[src/rtl/wp_pkg.sv]
package wp_pkg;
  typedef enum logic [1:0] {
    TK_CTRL  = 2'd0,
    TK_FAULT = 2'd1,
    TK_MEM   = 2'd2,
    TK_RSVD  = 2'd3
  } tgt_kind_e;

  typedef struct packed {
    logic allow;
    logic nak;
    logic nv;
  } verdict_t;

  localparam int BP_LO = 3;

  localparam verdict_t V_DROP_ACK = '{allow: 1'b0, nak: 1'b0, nv: 1'b0};
  localparam verdict_t V_DROP_NAK = '{allow: 1'b0, nak: 1'b1, nv: 1'b0};
  localparam verdict_t V_PASS_VOL = '{allow: 1'b1, nak: 1'b0, nv: 1'b0};
  localparam verdict_t V_PASS_NV  = '{allow: 1'b1, nak: 1'b0, nv: 1'b1};
endpackage

[src/rtl/wp_enable_latch.sv]
module wp_enable_latch #(
  parameter int DATA_W = 8
) (
  input  logic              clk,
  input  logic              rst_n,
  input  logic              upd,
  input  logic [DATA_W-1:0] wdata,
  output logic              legal,
  output logic              wel
);
  localparam logic [DATA_W-1:0] SET_CODE = {1'b1, {(DATA_W-1){1'b0}}};
  localparam logic [DATA_W-1:0] CLR_CODE = '0;

  assign legal = (wdata == SET_CODE) || (wdata == CLR_CODE);

  always_ff @(posedge clk or negedge rst_n) begin
    if (!rst_n)             wel <= 1'b0;
    else if (upd && legal)  wel <= wdata[DATA_W-1];
  end

  p_set_r1: assert property (@(posedge clk) disable iff (!rst_n)
    (upd && wdata == SET_CODE) |=> wel);
  p_clear_r1: assert property (@(posedge clk) disable iff (!rst_n)
    (upd && wdata == CLR_CODE) |=> !wel);
  p_hold_r2: assert property (@(posedge clk) disable iff (!rst_n)
    (!upd || (wdata != SET_CODE && wdata != CLR_CODE)) |=> $stable(wel));
endmodule

[src/rtl/wp_block_decode.sv]
module wp_block_decode #(
  parameter int ADDR_W = 8
) (
  input  logic [1:0]        bp,
  input  logic [ADDR_W-1:0] addr,
  output logic              prot
);
  logic in_half, in_quarter;

  generate
    if (ADDR_W >= 2) begin : g_wide
      assign in_half    = addr[ADDR_W-1];
      assign in_quarter = &addr[ADDR_W-1 -: 2];
    end else begin : g_narrow
      assign in_half    = addr[0];
      assign in_quarter = addr[0];
    end
  endgenerate

  always_comb begin
    unique case (bp)
      2'b00:   prot = 1'b0;
      2'b01:   prot = in_quarter;
      2'b10:   prot = in_half;
      default: prot = 1'b1;
    endcase
  end
endmodule

[src/rtl/wp_rule_core.sv]
module wp_rule_core
  import wp_pkg::*;
(
  input  logic      valid,
  input  tgt_kind_e kind,
  input  logic [1:0] idx,
  input  logic      cr0_legal,
  input  logic      wel,
  input  logic      hw_lock,
  input  logic      mem_prot,
  input  logic      vp_ok,
  output verdict_t  vd
);
  logic cand;

  always_comb begin
    vd   = V_DROP_ACK;
    cand = 1'b0;
    if (valid) begin
      unique case (kind)
        TK_CTRL: begin
          if (idx == 2'd0) begin
            vd = cr0_legal ? V_PASS_VOL : V_DROP_ACK;
          end else begin
            cand = wel && !hw_lock;
            if (cand) vd = vp_ok ? V_PASS_NV : V_DROP_NAK;
          end
        end
        TK_FAULT: vd = V_PASS_VOL;
        TK_MEM: begin
          if (mem_prot) begin
            vd = V_DROP_NAK;
          end else begin
            cand = wel;
            if (cand) vd = vp_ok ? V_PASS_NV : V_DROP_NAK;
          end
        end
        default: vd = V_DROP_NAK;
      endcase
    end
  end
endmodule

[src/rtl/wp_write_gate.sv]
module wp_write_gate
  import wp_pkg::*;
#(
  parameter int ADDR_W = 8,
  parameter int DATA_W = 8
) (
  input  logic              clk,
  input  logic              rst_n,
  input  logic              req_valid,
  output logic              req_ready,
  input  logic [1:0]        req_kind,
  input  logic [1:0]        req_idx,
  input  logic [ADDR_W-1:0] req_addr,
  input  logic [DATA_W-1:0] req_data,
  input  logic [DATA_W-1:0] cfg1_val,
  input  logic              wp_pin,
  input  logic              vp_ok,
  output logic              wr_allow,
  output logic              ack_suppress,
  output logic              nv_start
);
  localparam int WPEN_BIT = DATA_W - 1;

  tgt_kind_e kind;
  logic      cr0_upd, cr0_legal, wel, hw_lock, mem_prot;
  logic [1:0] bp;
  verdict_t  vd;
  logic      cfg_unused;

  assign req_ready  = 1'b1;
  assign kind       = tgt_kind_e'(req_kind);
  assign cr0_upd    = req_valid && req_ready && kind == TK_CTRL && req_idx == 2'd0;
  assign hw_lock    = wp_pin && cfg1_val[WPEN_BIT];
  assign bp         = cfg1_val[BP_LO +: 2];
  assign cfg_unused = ^cfg1_val;

  wp_enable_latch #(.DATA_W(DATA_W)) u_latch (
    .clk(clk), .rst_n(rst_n), .upd(cr0_upd), .wdata(req_data),
    .legal(cr0_legal), .wel(wel)
  );

  wp_block_decode #(.ADDR_W(ADDR_W)) u_bp (
    .bp(bp), .addr(req_addr), .prot(mem_prot)
  );

  wp_rule_core u_core (
    .valid(req_valid), .kind(kind), .idx(req_idx), .cr0_legal(cr0_legal),
    .wel(wel), .hw_lock(hw_lock), .mem_prot(mem_prot), .vp_ok(vp_ok), .vd(vd)
  );

  assign wr_allow     = vd.allow;
  assign ack_suppress = vd.nak;
  assign nv_start     = vd.nv;

  p_fault_free_r3: assert property (@(posedge clk) disable iff (!rst_n)
    (req_valid && kind == TK_FAULT) |-> (wr_allow && !ack_suppress && !nv_start));
  p_latch_gate_r4: assert property (@(posedge clk) disable iff (!rst_n)
    (req_valid && !wel && (kind == TK_MEM || (kind == TK_CTRL && req_idx != 2'd0)))
      |-> (!wr_allow && !nv_start));
  p_prot_nak_r6: assert property (@(posedge clk) disable iff (!rst_n)
    (req_valid && kind == TK_MEM && mem_prot) |-> (ack_suppress && !wr_allow));
  p_hw_lock_r7: assert property (@(posedge clk) disable iff (!rst_n)
    (req_valid && hw_lock && kind == TK_CTRL && req_idx != 2'd0) |-> !wr_allow);
  p_cr0_volatile_r8: assert property (@(posedge clk) disable iff (!rst_n)
    cr0_upd |-> !nv_start);
  p_nv_vp_r9: assert property (@(posedge clk) disable iff (!rst_n)
    nv_start |-> (vp_ok && wr_allow));
  p_idle_quiet_r10: assert property (@(posedge clk) disable iff (!rst_n)
    !req_valid |-> (!wr_allow && !ack_suppress && !nv_start));
  p_one_verdict_r10: assert property (@(posedge clk) disable iff (!rst_n)
    $onehot0({wr_allow, ack_suppress}));
endmodule

[config.mk]
export PLATFORM = sky130hd
export DESIGN_NAME = wp_write_gate
export DESIGN_NICKNAME = d
export VERILOG_FILES = /design/src/rtl/wp_pkg.sv /design/src/rtl/wp_enable_latch.sv /design/src/rtl/wp_block_decode.sv /design/src/rtl/wp_rule_core.sv /design/src/rtl/wp_write_gate.sv
export SDC_FILE = /design/constraint.sdc
export NUM_CORES = 1
export LEC_CHECK = 0
export BUFFER_PORTS_ARGS = -buffer_cell sky130_fd_sc_hd__buf_4
export CAP_MARGIN = 20
export CORE_AREA = 2 2 39 41
export CTS_BUF_LIST = sky130_fd_sc_hd__clkbuf_8
export CTS_CLUSTER_SIZE = 12
export DETAILED_ROUTE_END_ITERATION = 8
export DIE_AREA = 0 0 41 43
export GPL_TIMING_DRIVEN = 0
export SYNTH_ARGS = -nofsm -noshare
export SYNTH_HDL_FRONTEND = slang
export SYNTH_SLANG_ARGS = --single-unit
export TNS_END_PERCENT = 20
[constraint.sdc]
create_clock -name clk -period 1.7 [get_ports clk]
set_input_delay 0.085 -clock clk [delete_from_list [all_inputs] [get_ports clk]]
set_output_delay 0.085 -clock clk [all_outputs]
set_load 0.03 [all_outputs]
==> results of run 1 <==
power groups by stage:
stage / clock (mW) / sequential, mW / combinational, mW
2_1_floorplan: 0 / 0.0246 / 0.0261
3_3_place_gp: 0 / 0.0246 / 0.0778
3_5_place_dp: 0 / 0.0246 / 0.0783
4_1_cts: 0 / 0.0246 / 0.0802
5_1_grt: 0 / 0.0246 / 0.0862
6_report: 0 / 0.0246 / 0.0795
critical path, delay by kind of cell:
| kind | cells | cell delay, ns |
|---|---|---|
| AOI/OAI and AO/OA | 3 | 0.67 |
| buffers and inverters | 2 | 0.32 |
logic make-up after synthesis:
family	Yosys count	synth area share (%)
AO/OA/AOI/OAI	7	21.0
flip-flops	1	11.4
multiplexers	1	5.11
other	1	1.70
buffers and inverters	3	6.82
AND/OR/NAND/NOR	14	54.0
metrics by stage:
step	setup WS [ns]	cells
2_1_floorplan	0.0297	27
3_3_place_gp	0.487	67
3_5_place_dp	0.516	67
4_1_cts	0.524	68
5_1_grt	0.439	68
6_report	0.533	68
layer usage:
| layer | global-route usage, % | up-vias | part of all wire, % |
|---|---|---|---|
| li1 | - | 156 | - |
| met1 | 7.01 | 132 | 36 |
| met2 | 12.5 | 14 | 51 |
| met3 | 0 | 0 | 13 |
| met4 | 0 | 0 | 0 |
| met5 | 0 | - | 0 |
cell usage in the layout (no fill, tap or decap), drive strengths merged, types with 2 or more instances in the layout:
cell type | Yosys | layout
buf | 1 | 25
inv | 2 | 2
nand3 | 2 | 2
nand4 | 3 | 3
nor2b | 2 | 2
nor4 | 2 | 2
o21ai | 2 | 2
final timing paths:
path	cells after the start	slack [ns]	to	startpoint
worst max-delay path	5	0.53	wr_allow	req_idx[1]
min in group asynchronous	2	0.41	u_latch.wel	rst_n
worst min register to register	1	0.54	u_latch.wel	u_latch.wel
worst min-delay path	2	0.31	u_latch.wel	req_data[7]
worst max register to register	1	0.89	u_latch.wel	u_latch.wel
max in group asynchronous	2	1.21	u_latch.wel	rst_n
layout make-up:
class | count | share of cell area, %
Multi-Input combinational cell | 23 | 41.9
Inverter | 2 | 1.74
Timing Repair Buffer | 25 | 44.2
Buffer | 1 | 1.74
Tap cell | 16 | 4.65
Sequential cell | 1 | 5.81
timing repair:
item,CTS,global route
gates resized for setup,0,0
hold buffers,1,0
endpoints found under the hold margin,1,0
==> key figures, run 1 <==
Timing
  • Clock period minus worst slack: 1.17 ns
  • RSZ-0062 raised after global routing: false
  • TNS Setup: 0 ns
  • Final setup fails: 0
  • Final worst clock skew: 0 ns
  • Worst hold slack: 0.306 ns
  • Max Slew Vio Count: 0
  • Final hold violations: 0
  • Max frequency: 0.857 GHz
  • Period utilization: 68.6%

Logic synthesis
  • Syn_nets: 60
  • FF+latch count, synth: 1
  • Post-Syn Area per Cell: 8.16 um2
  • Fraction of registers with async set/reset: 100%
  • Yosys warnings: 0
  • Netlist cell types: 20
  • Number of flops mapped to enable cells by yosys: 0
  • Main area contributors after synthesis: nor4_4 19%, dfrtp_1 11%, nand4_1 8.5%, nor2b_1 5.7%, mux2_1 5.1%
  • Ys flop type: dfrtp_1
  • Cell area after synthesis: 220 um2
  • Synthesized instance count: 27
  • Sequential-to-total area share from yosys stat: 11.4%
  • Share of the synthesized area in the top cell type: 19.3%
  • Leading area contributor after synthesis: nor4_4
  • Count leader, synth: nand4_1

Global route
  • Global route overflow: 0
  • Initial antenna violation count: 0
  • Largest net degree at the start of global routing: 8
  • First-pass GRT wire length: 814 um
  • Total track usage: 6.21%
  • Vias in the first global route: 226

Worst hold path
  • HP Class: input port to flip-flop

Clocking
  • Worst skew pair latency: 0 ns
  • Postcts setup bufs: 0
  • Clock transition at path regs: 0 ns

Power
  • Combinational Power Share: 76.4%
  • Sequential fraction of design power: 23.6%
  • Tot Pwr: 0.104 mW
  • Clock share of power: 0%
  • Static Leak: 0.201 nW
  • Net Sw Frac: 31.6%
  • Power Internal: 0.0712 mW
  • Worst IR Drop VDD: 0.000132 V
  • Power Density: 242 mW/mm2
  • Switching power: 0.0329 mW

Setup path
  • Cells along the critical path: buf_4 > a2bb2oi_1 > a31oi_1 > o311ai_0 > buf_4
  • Worst EP required: 1.62 ns
  • Max FO, Critical Path: 3
  • Worst setup SP type: input port
  • Top cell by count, worst path: buf_4
  • Largest stage delay, worst path: 0.28 ns
  • Slowest CP cell: a2bb2oi_1
  • CP arrival: 1.08 ns
  • WS Path Type: input port to output port
  • Worst setup EP type: output port

Floorplan
  • # IOs: 37
  • Initial core utilization: 15.9%
  • Die height: 43 um
  • Core area: 0.00138 mm2
  • Die Area: 0.00176 mm2
  • Row count: 14
  • Die width: 41 um

Route
  • Via-per-instance ratio: 4.44
  • Initial drt markers: 2
  • Drt first pass iters: 2
  • ANT nets after route: 0
  • Detailed-route via count: 302
  • Remaining DRCs: 0
  • DR WL/cell: 8.93 um
  • DRT Wirelength: 607 um

Place
  • IO Port Bufs: 24
  • Placed Area: 420 um2
  • Placer congestion estimate: 0.615

Finish
  • Reg with most FFs: u_latch.wel
  • Fill cells: 161
  • Final net count: 87
  • Fin util: 31.1%
  • Share of layout cells above drive strength 1: 51.9%
  • Final instance area: 430 um2
  • Multi-input combinational cell area: 180 um2
  • # diodes: 0
  • Max FFs per register: 1
  • P&R area growth vs syn: 95.5%
  • Biggest regs: u_latch.wel x1
  • Register Area: 25.0 um2

Flow run
  • MaxCap Viol Count: 0

Outcome
  • Status: finished, final reports clean
(Power assumes the default switching activity.)
==> run 2: changes to the inputs <==
--- a/config.mk
+++ b/config.mk
@@ -5,6 +5,7 @@
 export SDC_FILE = /design/constraint.sdc
 export NUM_CORES = 1
 export LEC_CHECK = 0
+export ABC_AREA = 1
 export BUFFER_PORTS_ARGS = -buffer_cell sky130_fd_sc_hd__buf_4
 export CAP_MARGIN = 20
 export CORE_AREA = 2 2 39 41
==> constraint.sdc (replaced) <==
create_clock -name clk -period 1 [get_ports clk]
set_input_delay 0.05 -clock clk [delete_from_list [all_inputs] [get_ports clk]]
set_output_delay 0.05 -clock clk [all_outputs]
set_load 0.03 [all_outputs]
==> run 2 against run 1 <==
Against the previous run: design area rose by 12%; highest routed layer unchanged; combinational power rose by 110%; worst hold slack improved by 0.042 ns; via count rose by 18%; critical endpoint unchanged; synthesized cell count rose by 78%; total power rose by 100%.
==> key figures, run 2 <==
Logic synthesis
  • Sequential-to-total area share from yosys stat: 9.80% (-1.6 points)
  • Post-synth top cells: 16 x nand2_1, 11 x inv_1, 5 x nand3_1
  • Synthesized instance count: 48 (+78%)
  • Main area contributors after synthesis: nand2_1 24%, inv_1 16%, nor3_4 13%, dfrtp_1 9.8%, nand3_1 9.8%
  • Cell area after synthesis: 255 um2 (+16%)
  • Post-Syn Area per Cell: 5.32 um2 (-35%)
  • Number of flops mapped to enable cells by yosys: 0 (unchanged)
  • Yosys warnings: 0 (unchanged)
  • FF+latch count, synth: 1 (unchanged)
  • Fraction of registers with async set/reset: 100% (unchanged)
  • Syn_nets: 81 (+35%)
  • Netlist cell types: 14 (-30%)
  • Ys flop type: dfrtp_1
  • Share of the synthesized area in the top cell type: 23.5% (+4.2 points)
  • Leading area contributor after synthesis: nand2_1
  • Count leader, synth: nand2_1

Timing
  • Max Slew Vio Count: 0 (unchanged)
  • RSZ-0062 raised after global routing: true
  • Final setup fails: 0 (unchanged)
  • Clock period minus worst slack: 0.963 ns
  • Final hold violations: 0 (unchanged)
  • Max frequency: 1.04 GHz
  • Final worst clock skew: 0 ns (unchanged)
  • Period utilization: 96.3%
  • TNS Setup: 0 ns (unchanged)

Place
  • IO Port Bufs: 24 (unchanged)
  • Placed Area: 459 um2 (+9.2%)
  • Placer congestion estimate: 0.610 (-0.81%)
  • Dpl cells: 88 (+31%)
  • DP HPWL: 577 um

Finish
  • Reg with most FFs: u_latch.wel
  • Biggest regs: u_latch.wel x1
  • Share of layout cells above drive strength 1: 45.2% (-6.7 points)
  • Fin util: 35.0% (+3.9 points)
  • Commonest non-fill, non-tap cell in the layout: buf_4
  • Most frequent cells in the layout: 23 x buf_4, 16 x nand2_1, 10 x inv_1
  • Final non-filler cell total: 89 (+31%)
  • Final instance area: 484 um2 (+12%)
  • Max FFs per register: 1 (unchanged)
  • P&R area growth vs syn: 89.7%
  • # diodes: 0 (unchanged)
  • Final net count: 108 (+24%)

Setup path
  • Worst setup SP type: flip-flop
  • Worst EP required: 0.95 ns (-0.67 ns)
  • Reg2reg end: u_latch.wel
  • Worst setup EP type: output port
  • WS Path Type: flip-flop to output port
  • FF-to-FF path depth: 4 (+3)
  • Worst R2R Setup Slack: 0.33 ns (-0.56 ns)
  • CP arrival: 0.91 ns (-0.17 ns)
  • Max FO, Critical Path: 2 (-1)
  • Reg-to-Reg Start: u_latch.wel

Worst hold path
  • HP Start: req_data[7]
  • HP Class: input port to flip-flop
  • Hold Path Sink: u_latch.wel
  • Hold Path Depth: 5 (+3)

Power
  • Net Sw Frac: 36.3% (+4.6 points)
  • Combinational Power Share: 80.3% (+3.9 points)
  • Sequential fraction of design power: 19.7% (-3.9 points)
  • Worst IR Drop VDD: 0.000239 V (+81%)
  • Static Leak: 0.278 nW (+38%)
  • Switching power: 0.0768 mW (+130%)
  • Clock share of power: 0% (unchanged)
  • Power Internal: 0.135 mW (+90%)
  • Tot Pwr: 0.212 mW (+100%)
  • Power Density: 437 mW/mm2 (+81%)

Clocking
  • Clock transition at path regs: 0 ns (unchanged)
  • Worst skew pair latency: 0 ns (unchanged)
  • Postcts setup bufs: 0 (unchanged)

Floorplan
  • Row count: 14 (unchanged)
  • Die width: 41 um (unchanged)
  • Core area: 0.00138 mm2 (unchanged)
  • Initial core utilization: 18.4% (+2.5 points)
  • Die Area: 0.00176 mm2 (unchanged)
  • Die height: 43 um (unchanged)
  • # IOs: 37 (unchanged)

Route
  • Detailed-route via count: 357 (+18%)
  • Via-per-instance ratio: 4.01 (-9.7%)
  • DRT Wirelength: 614 um (+1.2%)
  • Initial drt markers: 3 (+1)
  • Drt first pass iters: 4 (+2)
  • ANT nets after route: 0 (unchanged)
  • DR WL/cell: 6.90 um (-23%)
  • Remaining DRCs: 0 (unchanged)

Global route
  • Largest net degree at the start of global routing: 6 (-2)
  • Vias in the first global route: 335 (+48%)
  • Global route overflow: 0 (unchanged)
  • Total track usage: 8.14% (+1.9 points)
  • Initial antenna violation count: 0 (unchanged)
  • First-pass GRT wire length: 1.11 mm (+36%)

Outcome
  • Status: finished, final reports clean

Flow run
  • MaxCap Viol Count: 0 (unchanged)
-- run 2: repair_timing --
action / in CTS / in global routing
hold buffers: 1 / 0
setup endpoints to repair: 1 / 2
endpoints found under the hold margin: 1 / 0
pin swaps: 0 / 2
resized for setup: 1 / 4
-- run 2: worst max path at each step --
stage,start,endpoint,depth (start not counted)
2_1_floorplan,u_latch.wel,ack_suppress,3
3_3_place_gp,u_latch.wel,wr_allow,9
3_5_place_dp,u_latch.wel,wr_allow,9
4_1_cts,u_latch.wel,wr_allow,9
5_1_grt,u_latch.wel,wr_allow,9
6_report,u_latch.wel,wr_allow,9
-- run 2: logic make-up (layout without fill, tap and decap cells) --
kind of cell,Yosys count,after routing,share of synthesized area (%)
flip-flops,1,1,9.80
other,1,1,1.47
AO/OA/AOI/OAI,3,3,7.35
buffers and inverters,12,37,19.1
AND/OR/NAND/NOR,31,31,62.3
-- run 2: cell type report --
cell class	instances	area, um2
multi-input cells	35	193
inverters	11	41.3
repair buffers	25	198
plain buffers	1	7.51
fillers	157	900
well taps	16	20.0
flip-flops and latches	1	25.0
-- run 2: stage by stage --
stage               hold slack [ns]  worst slack [ns]
floorplan                    -0.246           -0.0156
global placement             -0.174           -0.0231
detailed placement           -0.174           -0.0344
CTS                           0.356           0.00192
global route                  0.392           -0.0394
finish                        0.348            0.0372
-- run 2: layer usage --
layer | GRT usage, % | up-vias | wire, um
li1 | - | 194 | -
met1 | 9.35 | 146 | 239
met2 | 16.3 | 17 | 298
met3 | 0 | 0 | 76
met4 | 0 | 0 | 0
met5 | 0 | - | 0
-- run 2: worst max-delay path, stage by stage, from the launching register on --
cell and delay, ns:
dfrtp_1 0.35, nand2_1 0.07, inv_2 0.04, nand3_2 0.07, nand2_1 0.05, inv_1 0.05
nand2_1 0.04, nand2_1 0.05, nand2_1 0.06, buf_6 0.14
-- run 2: power by group through the flow --
stage	registers [mW]	clock network (mW)	logic, mW
4_1_cts	0.0417	0	0.165
6_report	0.0417	0	0.170
2_1_floorplan	0.0417	0	0.0718
3_5_place_dp	0.0417	0	0.160
3_3_place_gp	0.0417	0	0.159
5_1_grt	0.0417	0	0.190
==> run 3: changes to the inputs <==
==> constraint.sdc (replaced) <==
create_clock -name clk -period 1.1 [get_ports clk]
set_input_delay 0.055 -clock clk [delete_from_list [all_inputs] [get_ports clk]]
set_output_delay 0.055 -clock clk [all_outputs]
set_load 0.03 [all_outputs]
==> run 3 against run 2 <==
Against the previous run: register-to-register slack better by 0.11 ns; global-route usage is 0.80 points lower; via count is 0.28% higher; largest cell class unchanged; sequential power is 9.1% lower; core utilization is 1.4 points lower; worst hold slack better by 0.0038 ns; flip-flop and latch count stayed put.
==> key figures, run 3 (synthesis results as in run 2) <==
Outcome
  • Status: finished, final reports clean

Global route
  • Total track usage: 7.34% (-0.80 points)
  • Vias in the first global route: 295 (-12%)
  • Initial antenna violation count: 0 (unchanged)
  • Global route overflow: 0 (unchanged)
  • Largest net degree at the start of global routing: 6 (unchanged)
  • First-pass GRT wire length: 993 um (-11%)

Place
  • Pre-CTS WS: 0.0872 ns (+0.122 ns)
  • Placer congestion estimate: 0.624 (+2.2%)
  • Dpl cells: 88 (unchanged)
  • IO Port Bufs: 24 (unchanged)
  • DP HPWL: 626 um (+8.5%)

Timing
  • Final worst clock skew: 0 ns (unchanged)
  • Period utilization: 91.1%
  • TNS Setup: 0 ns (unchanged)
  • Worst hold slack: 0.352 ns (+0.00380 ns)
  • Final hold violations: 0 (unchanged)
  • Setup ws final: 0.0977 ns (+0.0605 ns)
  • RSZ-0062 raised after global routing: false
  • Max frequency: 0.998 GHz
  • Clock period minus worst slack: 1.00 ns
  • Final setup fails: 0 (unchanged)
  • Max Slew Vio Count: 0 (unchanged)

Finish
  • Final net count: 108 (unchanged)
  • Max FFs per register: 1 (unchanged)
  • Multi-input combinational cell area: 181 um2 (-5.8%)
  • # diodes: 0 (unchanged)
  • Register Area: 25.0 um2 (unchanged)
  • Reg with most FFs: u_latch.wel
  • P&R area growth vs syn: 82.4%
  • Share of layout cells above drive strength 1: 41.1% (-4.1 points)
  • Biggest regs: u_latch.wel x1
  • Commonest non-fill, non-tap cell in the layout: buf_4
  • Final non-filler cell total: 89 (unchanged)
  • Fill cells: 163 (+3.8%)
  • Most frequent cells in the layout: 25 x buf_4, 16 x nand2_1, 11 x inv_1

Floorplan
  • Row count: 14 (unchanged)
  • Initial core utilization: 18.4% (unchanged)
  • Core area: 0.00138 mm2 (unchanged)
  • Die width: 41 um (unchanged)
  • Die height: 43 um (unchanged)
  • Die Area: 0.00176 mm2 (unchanged)
  • # IOs: 37 (unchanged)

Setup path
  • Worst EP required: 1.04 ns (+0.09 ns)
  • Worst setup SP type: flip-flop
  • WS Path Type: flip-flop to output port
  • CP arrival: 0.95 ns (+0.04 ns)
  • Worst setup EP type: output port
  • Max FO, Critical Path: 2 (unchanged)

Power
  • Switching power: 0.0678 mW (-12%)
  • Net Sw Frac: 36.6% (+0.35 points)
  • Power Density: 398 mW/mm2 (-9.1%)
  • Sequential fraction of design power: 20.5% (+0.8 points)
  • Static Leak: 0.273 nW (-1.8%)
  • Worst IR Drop VDD: 0.000211 V (-12%)
  • Clock share of power: 0% (unchanged)
  • Combinational Power Share: 79.5% (-0.8 points)
  • Power Internal: 0.117 mW (-13%)
  • Tot Pwr: 0.185 mW (-13%)

Clocking
  • Worst skew pair latency: 0 ns (unchanged)
  • Post-cts repair resize count: 0 (-1)
  • Clock transition at path regs: 0 ns (unchanged)

Route
  • ANT nets after route: 0 (unchanged)
  • Detailed-route via count: 358 (+0.28%)
  • DRT Wirelength: 657 um (+7.0%)
  • Drt first pass iters: 2 (-2)
  • DR WL/cell: 7.38 um (+7.0%)
  • Via-per-instance ratio: 4.02 (+0.28%)
  • Initial drt markers: 2 (-1)
  • Remaining DRCs: 0 (unchanged)

Flow run
  • MaxCap Viol Count: 0 (unchanged)

Worst hold path
  • HP Class: input port to flip-flop
## run 3: cell types whose count changed in the layout (fill, tap and decap cells not counted)
cell | before | now
buf_6 | 2 | 0
or2_4 | 1 | 0
o21ai_1 | 1 | 2
inv_2 | 1 | 0
or2_2 | 0 | 1
inv_1 | 10 | 11
buf_4 | 23 | 25
nand3_1 | 4 | 5
o21ai_2 | 1 | 0
nand3_2 | 1 | 0
## run 3: final timing paths
check / to / slack [ns] / depth (start not counted) / start
worst max-delay path: wr_allow / 0.1 / 9 / u_latch.wel
worst min-delay path: u_latch.wel / 0.35 / 5 / req_data[7]
worst max register to register: u_latch.wel / 0.44 / 4 / u_latch.wel
worst min register to register: u_latch.wel / 0.54 / 4 / u_latch.wel
max in group asynchronous: u_latch.wel / 0.65 / 2 / rst_n
min in group asynchronous: u_latch.wel / 0.37 / 2 / rst_n
## run 3: cell type report
| cell class | instances | share of cell area (%) |
|---|---|---|
| plain buffers | 1 | 1.61 |
| inverters | 11 | 8.87 |
| multi-input cells | 35 | 39.0 |
| flip-flops and latches | 1 | 5.38 |
| well taps | 16 | 4.30 |
| repair buffers | 25 | 40.9 |
## run 3: power by group through the flow
stage / registers [mW] / clock network (mW) / logic [mW]
floorplan: 0.0379 / 0 / 0.0641
global placement: 0.0379 / 0 / 0.143
detailed placement: 0.0379 / 0 / 0.146
CTS: 0.0379 / 0 / 0.149
global route: 0.0379 / 0 / 0.162
finish: 0.0379 / 0 / 0.147
## run 3: worst max-delay path, stage by stage, from the launching register on
cell and delay [ns]:
dfrtp_1 0.35, nand2_1 0.06, inv_1 0.05, nand3_1 0.09, nand2_1 0.06, inv_1 0.05
nand2_1 0.04, nand2_1 0.05, nand2_1 0.04, buf_4 0.16
## run 3: timing repair
| item | CTS | global route |
|---|---|---|
| endpoints found under the hold margin | 1 | 0 |
| setup endpoints to repair | 0 | 0 |
| hold buffers | 1 | 0 |
| setup buffers | 0 | 0 |
## run 3: layer usage
metal / vias up / share of wire, % / global-route usage [%]
li1: 194 / - / -
met1: 149 / 37 / 8.06
met2: 15 / 52 / 15.0
met3: 0 / 11 / 0
met4: 0 / 0 / 0
met5: - / 0 / 0
## run 3: metrics by stage
stage | utilization [%] | area, um2
2_1_floorplan | - | 255
3_3_place_gp | 32.9 | 455
3_5_place_dp | 32.9 | 455
4_1_cts | 33.6 | 465
5_1_grt | 33.6 | 465
6_report | 33.6 | 465
